### src/rtl/irq_regblock_pkg.sv
package irq_regblock_pkg;
  localparam int unsigned OFS_DSTAT = 0;
  localparam int unsigned OFS_DPEND = 4;
  localparam int unsigned OFS_DEN   = 8;
  localparam int unsigned OFS_ID    = 24;
  localparam int unsigned OFS_GIE   = 28;
  localparam int unsigned OFS_CST   = 32;
  localparam int unsigned OFS_CEN   = 40;
  localparam int unsigned OFS_RST   = 64;
  localparam logic [31:0] RST_KEY   = 32'h0000_000A;
  localparam int unsigned ID_W      = 8;
  localparam logic [ID_W-1:0] ID_NONE = 8'd128;
endpackage

### src/rtl/irq_latch_bank.sv
module irq_latch_bank #(
  parameter int unsigned W = 8
) (
  input  logic         clk_i,
  input  logic         rst_ni,
  input  logic         clr_i,
  input  logic [W-1:0] set_i,
  input  logic [W-1:0] tog_i,
  output logic [W-1:0] q_o
);
  logic [W-1:0] q;

  // hardware set applied after toggle so it wins
  always_ff @(posedge clk_i or negedge rst_ni) begin
    if (!rst_ni)     q <= '0;
    else if (clr_i)  q <= '0;
    else             q <= (q ^ tog_i) | set_i;
  end

  assign q_o = q;

  p_hw_set_wins_r4: assert property (@(posedge clk_i) disable iff (!rst_ni)
    (!clr_i && set_i != '0) |=> ((q_o & $past(set_i)) == $past(set_i)));

  p_toggle_r3: assert property (@(posedge clk_i) disable iff (!rst_ni)
    (!clr_i && set_i == '0) |=> (q_o == ($past(q_o) ^ $past(tog_i))));

  p_clear_r9: assert property (@(posedge clk_i) disable iff (!rst_ni)
    clr_i |=> (q_o == '0));
endmodule

### src/rtl/irq_prio_enc.sv
module irq_prio_enc
  import irq_regblock_pkg::*;
#(
  parameter int unsigned W = 8
) (
  input  logic [W-1:0]    req_i,
  output logic [ID_W-1:0] id_o
);
  always_comb begin
    id_o = ID_NONE;
    for (int i = int'(W) - 1; i >= 0; i--) begin
      if (req_i[i]) id_o = ID_W'(i);
    end
  end
endmodule

### src/rtl/irq_regblock.sv
module irq_regblock
  import irq_regblock_pkg::*;
#(
  parameter int unsigned AW     = 7,
  parameter int unsigned N_CORE = 8,
  parameter int unsigned N_LIVE = 3
) (
  input  logic              clk_i,
  input  logic              rst_ni,
  input  logic [AW-1:0]     addr_i,
  input  logic              wr_i,
  input  logic [31:0]       wdata_i,
  output logic [31:0]       rdata_o,
  input  logic              err_i,
  input  logic [N_LIVE-1:0] dev_live_i,
  input  logic [N_CORE-1:0] core_evt_i,
  output logic              irq_o,
  output logic              dev_rst_o
);
  localparam int unsigned DEV_W = N_LIVE + 2;
  localparam logic [AW-1:0] A_DSTAT = AW'(OFS_DSTAT);
  localparam logic [AW-1:0] A_DPEND = AW'(OFS_DPEND);
  localparam logic [AW-1:0] A_DEN   = AW'(OFS_DEN);
  localparam logic [AW-1:0] A_ID    = AW'(OFS_ID);
  localparam logic [AW-1:0] A_GIE   = AW'(OFS_GIE);
  localparam logic [AW-1:0] A_CST   = AW'(OFS_CST);
  localparam logic [AW-1:0] A_CEN   = AW'(OFS_CEN);
  localparam logic [AW-1:0] A_RST   = AW'(OFS_RST);

  logic              soft_rst, rst_pulse_q;
  logic [N_CORE-1:0] cst_q, cen_q, cst_tog;
  logic [0:0]        err_q, err_tog, err_set;
  logic [DEV_W-1:0]  den_q, dstat, pend;
  logic              gie_q;
  logic [ID_W-1:0]   id;

  assign soft_rst = wr_i && (addr_i == A_RST) && (wdata_i == RST_KEY);
  assign cst_tog  = (wr_i && addr_i == A_CST)   ? wdata_i[N_CORE-1:0] : '0;
  assign err_tog  = (wr_i && addr_i == A_DSTAT) ? wdata_i[0:0] : 1'b0;
  assign err_set  = err_i;

  irq_latch_bank #(.W(N_CORE)) u_core_stat (
    .clk_i(clk_i), .rst_ni(rst_ni), .clr_i(soft_rst),
    .set_i(core_evt_i), .tog_i(cst_tog), .q_o(cst_q)
  );

  irq_latch_bank #(.W(1)) u_err_stat (
    .clk_i(clk_i), .rst_ni(rst_ni), .clr_i(soft_rst),
    .set_i(err_set), .tog_i(err_tog), .q_o(err_q)
  );

  always_ff @(posedge clk_i or negedge rst_ni) begin
    if (!rst_ni) begin
      cen_q       <= '0;
      den_q       <= '0;
      gie_q       <= 1'b0;
      rst_pulse_q <= 1'b0;
    end else begin
      rst_pulse_q <= soft_rst;
      if (soft_rst) begin
        cen_q <= '0;
        den_q <= '0;
        gie_q <= 1'b0;
      end else if (wr_i) begin
        if (addr_i == A_CEN) cen_q <= wdata_i[N_CORE-1:0];
        if (addr_i == A_DEN) den_q <= wdata_i[DEV_W-1:0];
        if (addr_i == A_GIE) gie_q <= wdata_i[31];
      end
    end
  end

  // device status assembly: 0 error, 1 live[0], 2 core summary, 3.. live[1..]
  assign dstat[0] = err_q[0];
  assign dstat[1] = dev_live_i[0];
  assign dstat[2] = |(cst_q & cen_q);
  for (genvar k = 1; k < N_LIVE; k++) begin : g_live
    assign dstat[k+2] = dev_live_i[k];
  end

  assign pend = dstat & den_q;

  irq_prio_enc #(.W(DEV_W)) u_prio (
    .req_i(pend), .id_o(id)
  );

  always_comb begin
    case (addr_i)
      A_DSTAT: rdata_o = 32'(dstat);
      A_DPEND: rdata_o = 32'(pend);
      A_DEN:   rdata_o = 32'(den_q);
      A_ID:    rdata_o = 32'(id);
      A_GIE:   rdata_o = {gie_q, 31'b0};
      A_CST:   rdata_o = 32'(cst_q);
      A_CEN:   rdata_o = 32'(cen_q);
      default: rdata_o = 32'b0;
    endcase
  end

  assign irq_o     = gie_q && (pend != '0);
  assign dev_rst_o = rst_pulse_q;

  p_id_hits_pending_r7: assert property (@(posedge clk_i) disable iff (!rst_ni)
    (pend != '0) |-> ((id < ID_W'(DEV_W)) && ((pend & (DEV_W'(1) << id)) != '0)
                      && ((pend & ((DEV_W'(1) << id) - DEV_W'(1))) == '0)));

  p_id_none_r7: assert property (@(posedge clk_i) disable iff (!rst_ni)
    (pend == '0) |-> (id == ID_NONE));

  p_irq_drops_with_gie_r8: assert property (@(posedge clk_i) disable iff (!rst_ni)
    $fell(gie_q) |-> !irq_o);

  p_reset_pulse_clears_r9: assert property (@(posedge clk_i) disable iff (!rst_ni)
    dev_rst_o |-> (cen_q == '0 && den_q == '0 && !gie_q && cst_q == '0));

  p_pending_masked_r6: assert property (@(posedge clk_i) disable iff (!rst_ni)
    (den_q == '0) |-> !irq_o);
endmodule

### config.mk
export PLATFORM = sky130hd
export DESIGN_NAME = irq_regblock
export DESIGN_NICKNAME = d
export VERILOG_FILES = /design/src/rtl/irq_regblock_pkg.sv /design/src/rtl/irq_latch_bank.sv /design/src/rtl/irq_prio_enc.sv /design/src/rtl/irq_regblock.sv
export SDC_FILE = /design/constraint.sdc
export NUM_CORES = 1
export LEC_CHECK = 0
export BUFFER_PORTS_ARGS = -buffer_cell sky130_fd_sc_hd__buf_4
export CAP_MARGIN = 10
export CELL_PAD_IN_SITES_DETAIL_PLACEMENT = 1
export CELL_PAD_IN_SITES_GLOBAL_PLACEMENT = 1
export CORE_MARGIN = 5
export CORE_UTILIZATION = 31
export DETAILED_ROUTE_END_ITERATION = 8
export GPL_TIMING_DRIVEN = 0
export PLACE_DENSITY_LB_ADDON = 0.08
export SKIP_LAST_GASP = 1
export SLEW_MARGIN = 20
export SYNTH_ARGS = -nofsm -noshare
export SYNTH_HDL_FRONTEND = slang
export SYNTH_SLANG_ARGS = --single-unit
### constraint.sdc
create_clock -name clk_i -period 1.7 [get_ports clk_i]
set_clock_uncertainty 0.05 [all_clocks]
set_input_delay 0.17 -clock clk_i [delete_from_list [all_inputs] [get_ports clk_i]]
set_output_delay 0.17 -clock clk_i [all_outputs]
set_load 0.05 [all_outputs]
==> key figures, run 1 <==
Status
  – Result of the run: finished with violations
  – Failing checks: negative setup slack

Floorplan
  – Area of the placeable core: 6310 µm²
  – Die Ht: 90.5 µm
  – Top-level I/O count: slightly below 90
  – Initial core utilization: 31.8%
  – X dimension of the die: between 90 and 100 µm
  – FP Rows: 29
  – Total die area: 8190 µm²

Worst hold path
  – Class of the tightest hold or removal check: in -> reg
  – Origin of the worst min-delay path: core_evt_i[4]

Synthesis
  – Top cells by area in the synthesized netlist: sky130_fd_sc_hd__dfrtp_1 30%, sky130_fd_sc_hd__buf_4 9.3%, sky130_fd_sc_hd__inv_1 3.7%
  – Number of distinct library cells after synthesis: 47
  – Largest area contributor in the netlist: sky130_fd_sc_hd__dfrtp_1
  – Avg Inst Size Synth: 8.27 µm²
  – Top_reg_cell synth: sky130_fd_sc_hd__dfrtp_1
  – Cell Area, Synth: 2010 µm²
  – Number of flops mapped to enable cells by yosys: 0
  – Post-Syn Instances: 243
  – Proportion of netlist area held by the largest area contributor: 29.9%
  – Post-synthesis sequential element count: 24
  – Library cell with the highest instance count after synthesis: sky130_fd_sc_hd__buf_4
  – Async set-or-reset flop fraction in the synthesized netlist: 100%
  – Fraction of the yosys area taken by sequential cells: 29.9%
  – Ranking of synthesized cells by instance count: 25 x sky130_fd_sc_hd__buf_4, 24 x sky130_fd_sc_hd__dfrtp_1, 20 x sky130_fd_sc_hd__inv_1
  – Synthesis Warnings: 0

Clock network
  – Worst-Skew Late Latency: between 0.2 and 0.3 ns
  – Clock tree from TritonCTS: yes
  – Worst-case clock buffer depth: 2
  – Clock tree root driver cell: sky130_fd_sc_hd__clkbuf_8
  – Clock-pin slew on the worst setup and hold paths: around 0.09 ns
  – CTS Buf Count: 3
  – H-tree depth: 1
  – Sinks on Clock Net: 24

Timing
  – Setup-failing EPs final: 9
  – Crit share post-route: 133%
  – Final max-slew violation count: 0
  – Tmin final: 2.25 ns
  – Count of final hold-check violations: 0
  – Timing-limited maximum frequency: 444 MHz
  – RSZ-0062 raised after global routing: true
  – Worst relative slew slack: 62.9%
  – Total negative slack for setup checks: -2.90 ns
  – Post-Route Hold Slack: between 0.07 and 0.08 ns
  – Worst Setup Slack, final: -0.553 ns
  – Least-Margin Pin Slew: 0.556 ns

Power
  – Design internal power: between 900 and 1000 µW
  – Clock share of power: 28.7%
  – LEAKAGE: 0.00147 µW
  – Worst VDD drop: 0.000286 V
  – Post-route total power: 1450 µW
  – Net switching component of the power: about 480 µW
  – Share of total power in combinational logic: 31.5%
  – Power density over the cells: 458 nW/µm²
  – Flop pwr share: 39.8%
  – Switching part of the total: 33.3%

Critical path
  – Slowest cell on crit path: sky130_fd_sc_hd__dfrtp_2
  – Top cell family by delay on the critical path: compound AO/OA/AOI/OAI gates
  – Endpoint kind of the worst setup timing path: output pin
  – Startpoint of the worst-slack reg-to-reg timing path: cen_q[7]
  – Biggest cell delay along the critical path: between 0.4 and 0.5 ns
  – CP startpoint: u_core_stat.q_o[4]
  – CP Max Fanout: 3
  – CP arrival: 2.03 ns
  – Setup crit start kind: flip-flop
  – Crit Path Class: reg -> out
  – Most numerous cell on the critical path: sky130_fd_sc_hd__buf_6
  – Sum of buffers and inverters on the critical path: 2
  – Ordered list of cells on the worst path: a22o_4, o41ai_4, nand2_2, buf_6, o31ai_4, buf_6
  – CP Data Required Time: 1.48 ns

Drt
  – Wire length on met1: 3400 µm
  – Routed via count divided by cell count: 5.50
  – Highest routed metal layer: met4
  – Number of remaining DRC errors: 0
  – Starting DRT DRC Count: between 100 and 150
  – Met2 wire length: 4300 µm
  – Wirelength, routed: 8210 µm
  – Antenna Violating Nets Remaining: 0
  – Total number of vias: 2,354
  – Avg WL per Cell: 19.2 µm
  – First-pass iteration count of the detailed router: 5
  – Sum of met3 wire segment lengths after detailed routing: 453 µm

Cells and area
  – Fill cells: around 760
  – Ant. Diodes: 0
  – Footprint of the flip-flops and latches: 604 µm²
  – Final core utilization: about 50%
  – Share of layout cells above drive strength 1: 41.3%
  – # nets final: a little over 400
  – Area growth syn-to-layout: 57.2%
  – Multi-input gate area in the final layout: 1400 µm²

Global route
  – Largest net degree at the start of global routing: 25
  – Overflow after GRT: 0
  – Antenna violations before repair: 0
  – Global-route usage over all layers: 19.7%
  – Global-route wire length before repair: ~13,000 µm
  – Number of global-route vias before repair: 2,441

Flow run
  – Count of maximum capacitance violations: 0

Placed design
  – Count of buffers inserted at the top-level ports: 63
  – Worst slack at placement: -0.563 ns
  – GPL Wtd Cong: 0.846
  – Post-DP HPWL: between 6000 and 7000 µm
## routing by layer
layer | vias up | track usage (%)
met1 | 1149 | 25.1
met2 | 88 | 35.2
met3 | 8 | 3.33
met5 | - | 0
li1 | 1109 | -
met4 | 0 | 2.98
## flip-flops by register name, summed over array words and instances, names as in the netlist
register and count:
cen_q 8, den_q 5, dev_rst_o 1, gie_q 1
u_core_stat.q_o 8, u_err_stat.q_o 1
## placed cells by master (no fill, tap or decap), types with 8 or more instances in the layout
cell type and instances:
sky130_fd_sc_hd__buf_4 91, sky130_fd_sc_hd__conb_1 23, sky130_fd_sc_hd__buf_6 13, sky130_fd_sc_hd__xor2_1 8, sky130_fd_sc_hd__inv_1 20, sky130_fd_sc_hd__a21oi_1 11, sky130_fd_sc_hd__dfrtp_1 21, sky130_fd_sc_hd__nand4_1 11
sky130_fd_sc_hd__nor4_1 10, sky130_fd_sc_hd__nand2_1 13
## per-stage QoR
step / cell area, µm² / std cells
2_1_floorplan: 2220 / 265
3_3_place_gp: 2790 / 405
3_5_place_dp: 2790 / 405
4_1_cts: 3080 / 424
5_1_grt: 3160 / 428
6_report: 3160 / 428
## layout make-up
| cell class | instances | area share (%) |
|---|---|---|
| Buffer | 31 | 6.93 |
| Clock buffer | 4 | 1.74 |
| Inverter | 20 | 2.38 |
| Multi-Input combinational cell | 188 | 44.2 |
| Sequential cell | 24 | 19.1 |
| Tap cell | 77 | 3.05 |
| Timing Repair Buffer | 84 | 22.6 |
## power by group through the flow
stage | combinational [µW] | clock, µW | sequential (µW)
3_3_place_gp | 423 | 0 | 588
4_1_cts | 447 | 418 | 577
2_1_floorplan | 258 | 0 | 587
3_5_place_dp | 425 | 0 | 588
6_report | 456 | 415 | 577
5_1_grt | 487 | 443 | 577
## logic make-up (layout without fill, tap and decap cells)
family	Yosys count	count (layout)	synth area share, %
xor+xnor	9	9	3.92
compound gates	63	63	22.5
simple gates	88	88	26.2
buf+inv	53	139	14.8
mux	5	5	2.49
flops	24	24	29.9
other cells	1	23	0.187
## worst min-delay path: stages
cell and delay, ns:
sky130_fd_sc_hd__buf_4 0.10, sky130_fd_sc_hd__inv_1 0.04, sky130_fd_sc_hd__a21oi_1 0.05
## worst paths after layout
| check | slack (ns) | end | cells past startpoint |
|---|---|---|---|
| worst max register to register | 0.59 | cen_q[7] | 5 |
| worst min-delay path | 0.07 | u_core_stat.q_o[4] | 3 |
| max in group asynchronous | 1.03 | u_core_stat.q_o[4] | 2 |
| min in group asynchronous | 0.28 | den_q[3] | 2 |
| worst max-delay path | -0.55 | rdata_o[7] | 6 |
| worst min register to register | 0.52 | cen_q[6] | 2 |
## repair_timing
item | in CTS | in global routing
buffers inserted | 15 | 5
gates resized for setup | 30 | 15
hold buffers | 1 | 0
endpoints found under the setup margin | 32 | 32
gates cloned | 0 | 0
endpoints found under the hold margin | 24 | 0
pin swaps | 9 | 11
(Power assumes the default switching activity.)
==> run 2, diff against run 1 <==
--- a/config.mk
+++ b/config.mk
@@ -11,8 +11,10 @@
 export CELL_PAD_IN_SITES_GLOBAL_PLACEMENT = 1
 export CORE_MARGIN = 5
 export CORE_UTILIZATION = 31
+export CTS_BUF_LIST = sky130_fd_sc_hd__clkbuf_4 sky130_fd_sc_hd__clkbuf_8 sky130_fd_sc_hd__clkbuf_16
 export DETAILED_ROUTE_END_ITERATION = 8
 export GPL_TIMING_DRIVEN = 0
+export MAX_ROUTING_LAYER = met4
 export PLACE_DENSITY_LB_ADDON = 0.08
 export SKIP_LAST_GASP = 1
 export SLEW_MARGIN = 20
==> constraint.sdc (replaced) <==
create_clock -name clk_i -period 1.7 [get_ports clk_i]
set_clock_uncertainty 0.05 [all_clocks]
set_input_delay 0.255 -clock clk_i [delete_from_list [all_inputs] [get_ports clk_i]]
set_output_delay 0.255 -clock clk_i [all_outputs]
set_load 0.05 [all_outputs]
==> key figures, run 2 (same netlist as run 1, synthesis figures left out) <==
Placed design
  – Inst Count DP: 405
  – Post-DP HPWL: roughly 6100 µm
  – Worst slack at placement: -0.547 ns
  – Count of buffers inserted at the top-level ports: 63
  – Placed instance area: 2790 µm²
  – GPL Wtd Cong: 0.928

Cells and area
  – Footprint of the flip-flops and latches: 601 µm²
  – Multi-input gate area in the final layout: 1390 µm²
  – Area growth syn-to-layout: 54.5%
  – Fill cells: between 700 and 800
  – Commonest cells after routing, fill and taps aside: 87 x sky130_fd_sc_hd__buf_4, 24 x sky130_fd_sc_hd__dfrtp_1, 23 x sky130_fd_sc_hd__conb_1, 20 x sky130_fd_sc_hd__inv_1
  – Share of layout cells above drive strength 1: roughly 40%
  – Count of non-filler cells in the finished layout: 423
  – Post-Layout Inst Area: 3110 µm²
  – Ant. Diodes: 0
  – Most common cell after layout, fill and taps aside: sky130_fd_sc_hd__buf_4
  – # nets final: around 400

Critical path
  – Startpoint of the worst-slack reg-to-reg timing path: cen_q[6]
  – CP Max Fanout: 4
  – Setup crit start kind: flip-flop
  – Setup slack of the most critical reg-to-reg path: 0.59 ns
  – Number of cell instances on the worst register-to-register path: 4
  – Crit Path Class: reg -> out
  – Worst flop-to-flop path endpoint: cen_q[6]
  – CP arrival: between 2 and 2.5 ns
  – CP Data Required Time: 1.39 ns
  – Endpoint kind of the worst setup timing path: output pin

Clock network
  – CTS Buf Count: 3
  – Worst-Skew Late Latency: 0.27 ns
  – Sinks on Clock Net: 24
  – Clock tree root driver cell: sky130_fd_sc_hd__clkbuf_8
  – Clock tree from TritonCTS: yes
  – Clock-pin slew on the worst setup and hold paths: 0.09 ns
  – Worst-case clock buffer depth: 2
  – H-tree depth: 1

Power
  – Worst VDD drop: 0.000346 V
  – Clock share of power: about a quarter
  – Post-route total power: 1390 µW
  – Design internal power: a little over 900 µW
  – Net switching component of the power: approximately 480 µW
  – Switching part of the total: 34.1%
  – Flop pwr share: 41.4%
  – LEAKAGE: 0.00145 µW
  – Power density over the cells: 448 nW/µm²
  – Share of total power in combinational logic: between 30% and 40%

Flow run
  – Count of maximum capacitance violations: 0

Global route
  – Global-route usage over all layers: around 20%
  – Antenna violations before repair: 0
  – Number of global-route vias before repair: 2,478
  – Overflow after GRT: 0
  – Largest net degree at the start of global routing: 25
  – Global-route wire length before repair: between 10,000 and 15,000 µm

Drt
  – Routed via count divided by cell count: 5.50
  – Antenna Violating Nets Remaining: 0
  – First-pass iteration count of the detailed router: 4
  – Starting DRT DRC Count: 112
  – Avg WL per Cell: 18.9 µm
  – Number of remaining DRC errors: 0
  – Wirelength, routed: 7990 µm
  – Total number of vias: roughly 2,300

Timing
  – RSZ-0062 raised after global routing: true
  – Post-Route Hold Slack: 0.156 ns
  – Crit share post-route: 139%
  – Final max-slew violation count: 0
  – Timing-limited maximum frequency: between 400 and 500 MHz
  – Worst relative slew slack: 60.4%
  – Worst Setup Slack, final: -0.670 ns
  – Least-Margin Pin Slew: 0.594 ns
  – Tmin final: 2.37 ns
  – Setup-failing EPs final: 9
  – Count of final hold-check violations: 0

Floorplan
  – Die Ht: 90.5 µm
  – Top-level I/O count: 88
  – FP Rows: 29
  – X dimension of the die: 90.5 µm
  – Initial core utilization: between 30% and 40%
  – Total die area: 8190 µm²
  – Area of the placeable core: 6310 µm²

Worst hold path
  – Origin of the worst min-delay path: core_evt_i[0]
  – Class of the tightest hold or removal check: in -> reg
  – Worst hold endpoint: u_core_stat.q_o[0]
  – Number of cells on the worst hold path: 3

Status
  – Result of the run: finished with violations
  – Failing checks: negative setup slack
[run 2: metal layers]
layer | share of wire [%] | up-vias | wire length [µm] | GRT usage (%)
met2 | 50 | 84 | 4020 | 32.9
met3 | 5.8 | 12 | 461 | 2.92
li1 | - | 1093 | - | -
met4 | 1.6 | 0 | 129 | 5.09
met1 | 42 | 1138 | 3380 | 25.1
met5 | 0 | - | 0 | -
[run 2: worst max-delay path by stage]
stage | from | to | slack (ns) | cells past startpoint
after floorplan | addr_i[2] | rdata_o[1] | -0.34 | 6
after global placement | addr_i[2] | cen_q[1] | -0.54 | 5
after detailed placement | addr_i[2] | cen_q[1] | -0.55 | 5
after CTS | u_core_stat.q_o[4] | rdata_o[2] | -0.65 | 5
after global routing | cen_q[4] | irq_o | -0.73 | 5
final | cen_q[4] | irq_o | -0.67 | 5
[run 2: power groups by stage]
| stage | combinational (µW) | clock [µW] | sequential (µW) |
|---|---|---|---|
| finish | 457 | 359 | 577 |
| detailed placement | 427 | 0 | 588 |
| global route | 490 | 388 | 578 |
| floorplan | 259 | 0 | 587 |
| global placement | 424 | 0 | 588 |
| CTS | 441 | 367 | 577 |
[run 2: area by class of cell]
class	count	share of cell area, %
clock buffers	3	1.33
flip-flops and latches	24	19.3
well taps	77	3.10
repair buffers	79	21.6
multi-input cells	188	44.7
plain buffers	32	7.57
inverters	20	2.42
[run 2: critical path, stage by stage, from the launching register on]
cell                      delay (ns)
sky130_fd_sc_hd__dfrtp_1        0.44
sky130_fd_sc_hd__a22o_1         0.28
sky130_fd_sc_hd__o41ai_4        0.48
sky130_fd_sc_hd__nand2_2        0.14
sky130_fd_sc_hd__o31a_4         0.29
sky130_fd_sc_hd__buf_6          0.15
[run 2: through the flow]
step           setup TNS [ns]  utilization (%)
3_5_place_dp           -14.03             44.2
4_1_cts                 -4.31             47.4
6_report                -4.24             49.2
3_3_place_gp           -13.99             44.2
5_1_grt                 -4.74             49.2
2_1_floorplan           -1.38                -
[run 2: repair_timing]
action | CTS | global route
hold buffers | 1 | 0
hold endpoints to repair | 24 | 0
setup endpoints to repair | 32 | 32
gates resized for setup | 24 | 11
pin swaps | 10 | 10
setup buffers | 7 | 8
==> run 3, diff against run 2 <==
--- a/config.mk
+++ b/config.mk
@@ -5,16 +5,16 @@
 export SDC_FILE = /design/constraint.sdc
 export NUM_CORES = 1
 export LEC_CHECK = 0
+export ABC_AREA = 1
 export BUFFER_PORTS_ARGS = -buffer_cell sky130_fd_sc_hd__buf_4
 export CAP_MARGIN = 10
 export CELL_PAD_IN_SITES_DETAIL_PLACEMENT = 1
 export CELL_PAD_IN_SITES_GLOBAL_PLACEMENT = 1
 export CORE_MARGIN = 5
-export CORE_UTILIZATION = 31
+export CORE_UTILIZATION = 29
 export CTS_BUF_LIST = sky130_fd_sc_hd__clkbuf_4 sky130_fd_sc_hd__clkbuf_8 sky130_fd_sc_hd__clkbuf_16
 export DETAILED_ROUTE_END_ITERATION = 8
 export GPL_TIMING_DRIVEN = 0
-export MAX_ROUTING_LAYER = met4
 export PLACE_DENSITY_LB_ADDON = 0.08
 export SKIP_LAST_GASP = 1
 export SLEW_MARGIN = 20
==> key figures, run 3 <==
Timing
  – Count of final hold-check violations: 0
  – Timing-limited maximum frequency: 526 MHz
  – Final max-slew violation count: 0
  – Worst relative slew slack: 64.8%
  – Post-Route Hold Slack: 0.185 ns
  – Tmin final: between 1.5 and 2 ns
  – Least-Margin Pin Slew: 0.529 ns
  – Crit share post-route: 112%
  – Worst Setup Slack, final: -0.200 ns
  – RSZ-0062 raised after global routing: true
  – Setup-failing EPs final: 5
  – Total negative slack for setup checks: -0.818 ns

Critical path
  – Endpoint kind of the worst setup timing path: output pin
  – CP Max Fanout: 4
  – CP Data Required Time: between 1 and 1.5 ns
  – Crit Path Class: reg -> out
  – CP arrival: 1.59 ns
  – Setup crit start kind: flip-flop

Power
  – LEAKAGE: 0.00174 µW
  – Post-route total power: 1670 µW
  – Switching part of the total: 33.0%
  – Design internal power: 1120 µW
  – Clock share of power: 31.0%
  – Power density over the cells: 549 nW/µm²
  – Worst VDD drop: 0.000505 V
  – Share of total power in combinational logic: between 30% and 40%
  – Net switching component of the power: 552 µW
  – Flop pwr share: 37.1%

Worst hold path
  – Class of the tightest hold or removal check: in -> reg

Placed design
  – Worst slack at placement: -0.358 ns
  – GPL Wtd Cong: 0.831
  – Post-DP HPWL: 5400 µm
  – Count of buffers inserted at the top-level ports: 63

Cells and area
  – # nets final: around 470
  – Fill cells: 893
  – Area growth syn-to-layout: 52.3%
  – Most common cell after layout, fill and taps aside: sky130_fd_sc_hd__buf_4
  – Ant. Diodes: 0
  – Commonest cells after routing, fill and taps aside: 95 x sky130_fd_sc_hd__buf_4, 93 x sky130_fd_sc_hd__nand2_1, 29 x sky130_fd_sc_hd__inv_1, 27 x sky130_fd_sc_hd__nor2_1, 24 x sky130_fd_sc_hd__dfrtp_1
  – Share of layout cells above drive strength 1: between 30% and 40%

Global route
  – Global-route wire length before repair: ~11,000 µm
  – Global-route usage over all layers: 16.0%
  – Largest net degree at the start of global routing: 25
  – Overflow after GRT: 0
  – Antenna violations before repair: 0
  – Number of global-route vias before repair: 2,288

Synthesis
  – Post-synthesis compound-gate area fraction: 5.76%
  – Avg Inst Size Synth: 6.49 µm²
  – Top cells by area in the synthesized netlist: sky130_fd_sc_hd__dfrtp_1 30%, sky130_fd_sc_hd__nand2_1 19%, sky130_fd_sc_hd__buf_4 8.6%
  – Synthesized-area fraction occupied by xor and xnor cells: 0%
  – Ranking of synthesized cells by instance count: 100 x sky130_fd_sc_hd__nand2_1, 38 x sky130_fd_sc_hd__inv_1, 29 x sky130_fd_sc_hd__nor2_1
  – Async set-or-reset flop fraction in the synthesized netlist: 100%
  – Adder-Cell Fraction of Synth Area: 0%
  – Proportion of netlist area held by the largest area contributor: 30.0%
  – Share of synthesized area spent on multiplexers: 0%
  – Top_reg_cell synth: sky130_fd_sc_hd__dfrtp_1
  – Largest family of logic cells by synthesized area: simple AND/OR/NAND/NOR gates
  – Fraction of the yosys area taken by sequential cells: 30.0%
  – Post-Syn Instances: 308
  – Simple-gate area share of the yosys netlist: 46.0%
  – Cell Area, Synth: 2000 µm²
  – Library cell with the highest instance count after synthesis: sky130_fd_sc_hd__nand2_1
  – Post-synthesis sequential element count: 24
  – Number of distinct library cells after synthesis: 25
  – Largest area contributor in the netlist: sky130_fd_sc_hd__dfrtp_1
  – Number of flops mapped to enable cells by yosys: 0
  – Synthesis Warnings: 0

Floorplan
  – Total die area: just under 9000 µm²
  – FP Rows: 30
  – Die Ht: 93.0 µm
  – Area of the placeable core: 6760 µm²
  – Top-level I/O count: 88
  – X dimension of the die: 93.0 µm
  – Initial core utilization: 29.6%

Flow run
  – Count of maximum capacitance violations: 0

Drt
  – Number of remaining DRC errors: 0
  – First-pass iteration count of the detailed router: 4
  – Antenna Violating Nets Remaining: 0
  – Wirelength, routed: 6980 µm
  – Total number of vias: about 2,200
  – Avg WL per Cell: roughly 14 µm
  – Starting DRT DRC Count: 57
  – Routed via count divided by cell count: ~4.5

Clock network
  – CTS Buf Count: 3
  – Worst-Skew Late Latency: 0.27 ns
  – Clock tree root driver cell: sky130_fd_sc_hd__clkbuf_8
  – Sinks on Clock Net: 24
  – Clock tree from TritonCTS: yes
  – Clock-pin slew on the worst setup and hold paths: approximately 0.1 ns
  – Worst-case clock buffer depth: 2
  – H-tree depth: 1

Status
  – Result of the run: finished with violations
  – Failing checks: negative setup slack
## run 3: cell type report
type / count / area, µm² / share of cell area (%)
Sequential cell: 24 / 601 / 19.7
Timing Repair Buffer: 83 / 667 / 21.9
Clock buffer: 3 / 41.3 / 1.36
Inverter: 43 / 164 / 5.38
Buffer: 26 / 199 / 6.54
Tap cell: 80 / 100 / 3.29
Multi-Input combinational cell: 237 / 1240 / 40.8
Clock inverter: 1 / 30.0 / 0.986
## run 3: critical path, stage by stage (launching register included)
cell,delay (ns)
sky130_fd_sc_hd__dfrtp_1,0.41
sky130_fd_sc_hd__nand2_1,0.08
sky130_fd_sc_hd__o21ai_1,0.06
sky130_fd_sc_hd__nor2_1,0.14
sky130_fd_sc_hd__nand2_2,0.12
sky130_fd_sc_hd__nand2_4,0.11
sky130_fd_sc_hd__nand3_4,0.09
sky130_fd_sc_hd__o21bai_4,0.14
sky130_fd_sc_hd__buf_6,0.17
## run 3: cells by family after synthesis
logic type | Yosys count
buffers and inverters | 69
AO/OA/AOI/OAI | 21
other | 1
flip-flops | 24
AND/OR/NAND/NOR | 193
## run 3: metal layers
| layer | vias to the layer above | GRT usage [%] | wire length (µm) |
|---|---|---|---|
| met4 | 0 | 1.10 | 19 |
| li1 | 1142 | - | - |
| met2 | 43 | 30.2 | 3690 |
| met5 | - | 0 | 0 |
| met3 | 2 | 2.25 | 210 |
| met1 | 1033 | 20.0 | 3070 |
## run 3: what timing repair did
item,CTS,global route
hold buffers,1,0
resized for setup,32,19
buffers inserted,9,10
endpoints found under the setup margin,9,8
pin swaps,9,22
endpoints found under the hold margin,24,0
## run 3: stage by stage
stage | util, % | cells | area, µm²
global route | 45.1 | 497 | 3040
floorplan | - | 330 | 2100
finish | 45.1 | 497 | 3040
detailed placement | 39.5 | 473 | 2670
CTS | 43.3 | 487 | 2930
global placement | 39.5 | 473 | 2670
## run 3: final timing paths
| path | start | end | slack, ns | cells after the start |
|---|---|---|---|---|
| max reg2reg | u_core_stat.q_o[7] | u_core_stat.q_o[7] | 0.72 | 6 |
| min | wdata_i[6] | cen_q[6] | 0.18 | 3 |
| max | u_core_stat.q_o[7] | rdata_o[7] | -0.20 | 8 |
| max in group asynchronous | rst_ni | cen_q[1] | 0.97 | 2 |
| min in group asynchronous | rst_ni | den_q[0] | 0.37 | 2 |
| min reg2reg | cen_q[0] | cen_q[0] | 0.43 | 2 |
## run 3: power groups by stage
stage / Clock, µW / Sequential, µW / Combinational [µW]
after floorplan: 0 / 624 / 300
after global placement: 0 / 629 / 459
after detailed placement: 0 / 630 / 466
after CTS: 530 / 619 / 505
after global routing: 556 / 625 / 577
final: 519 / 621 / 533
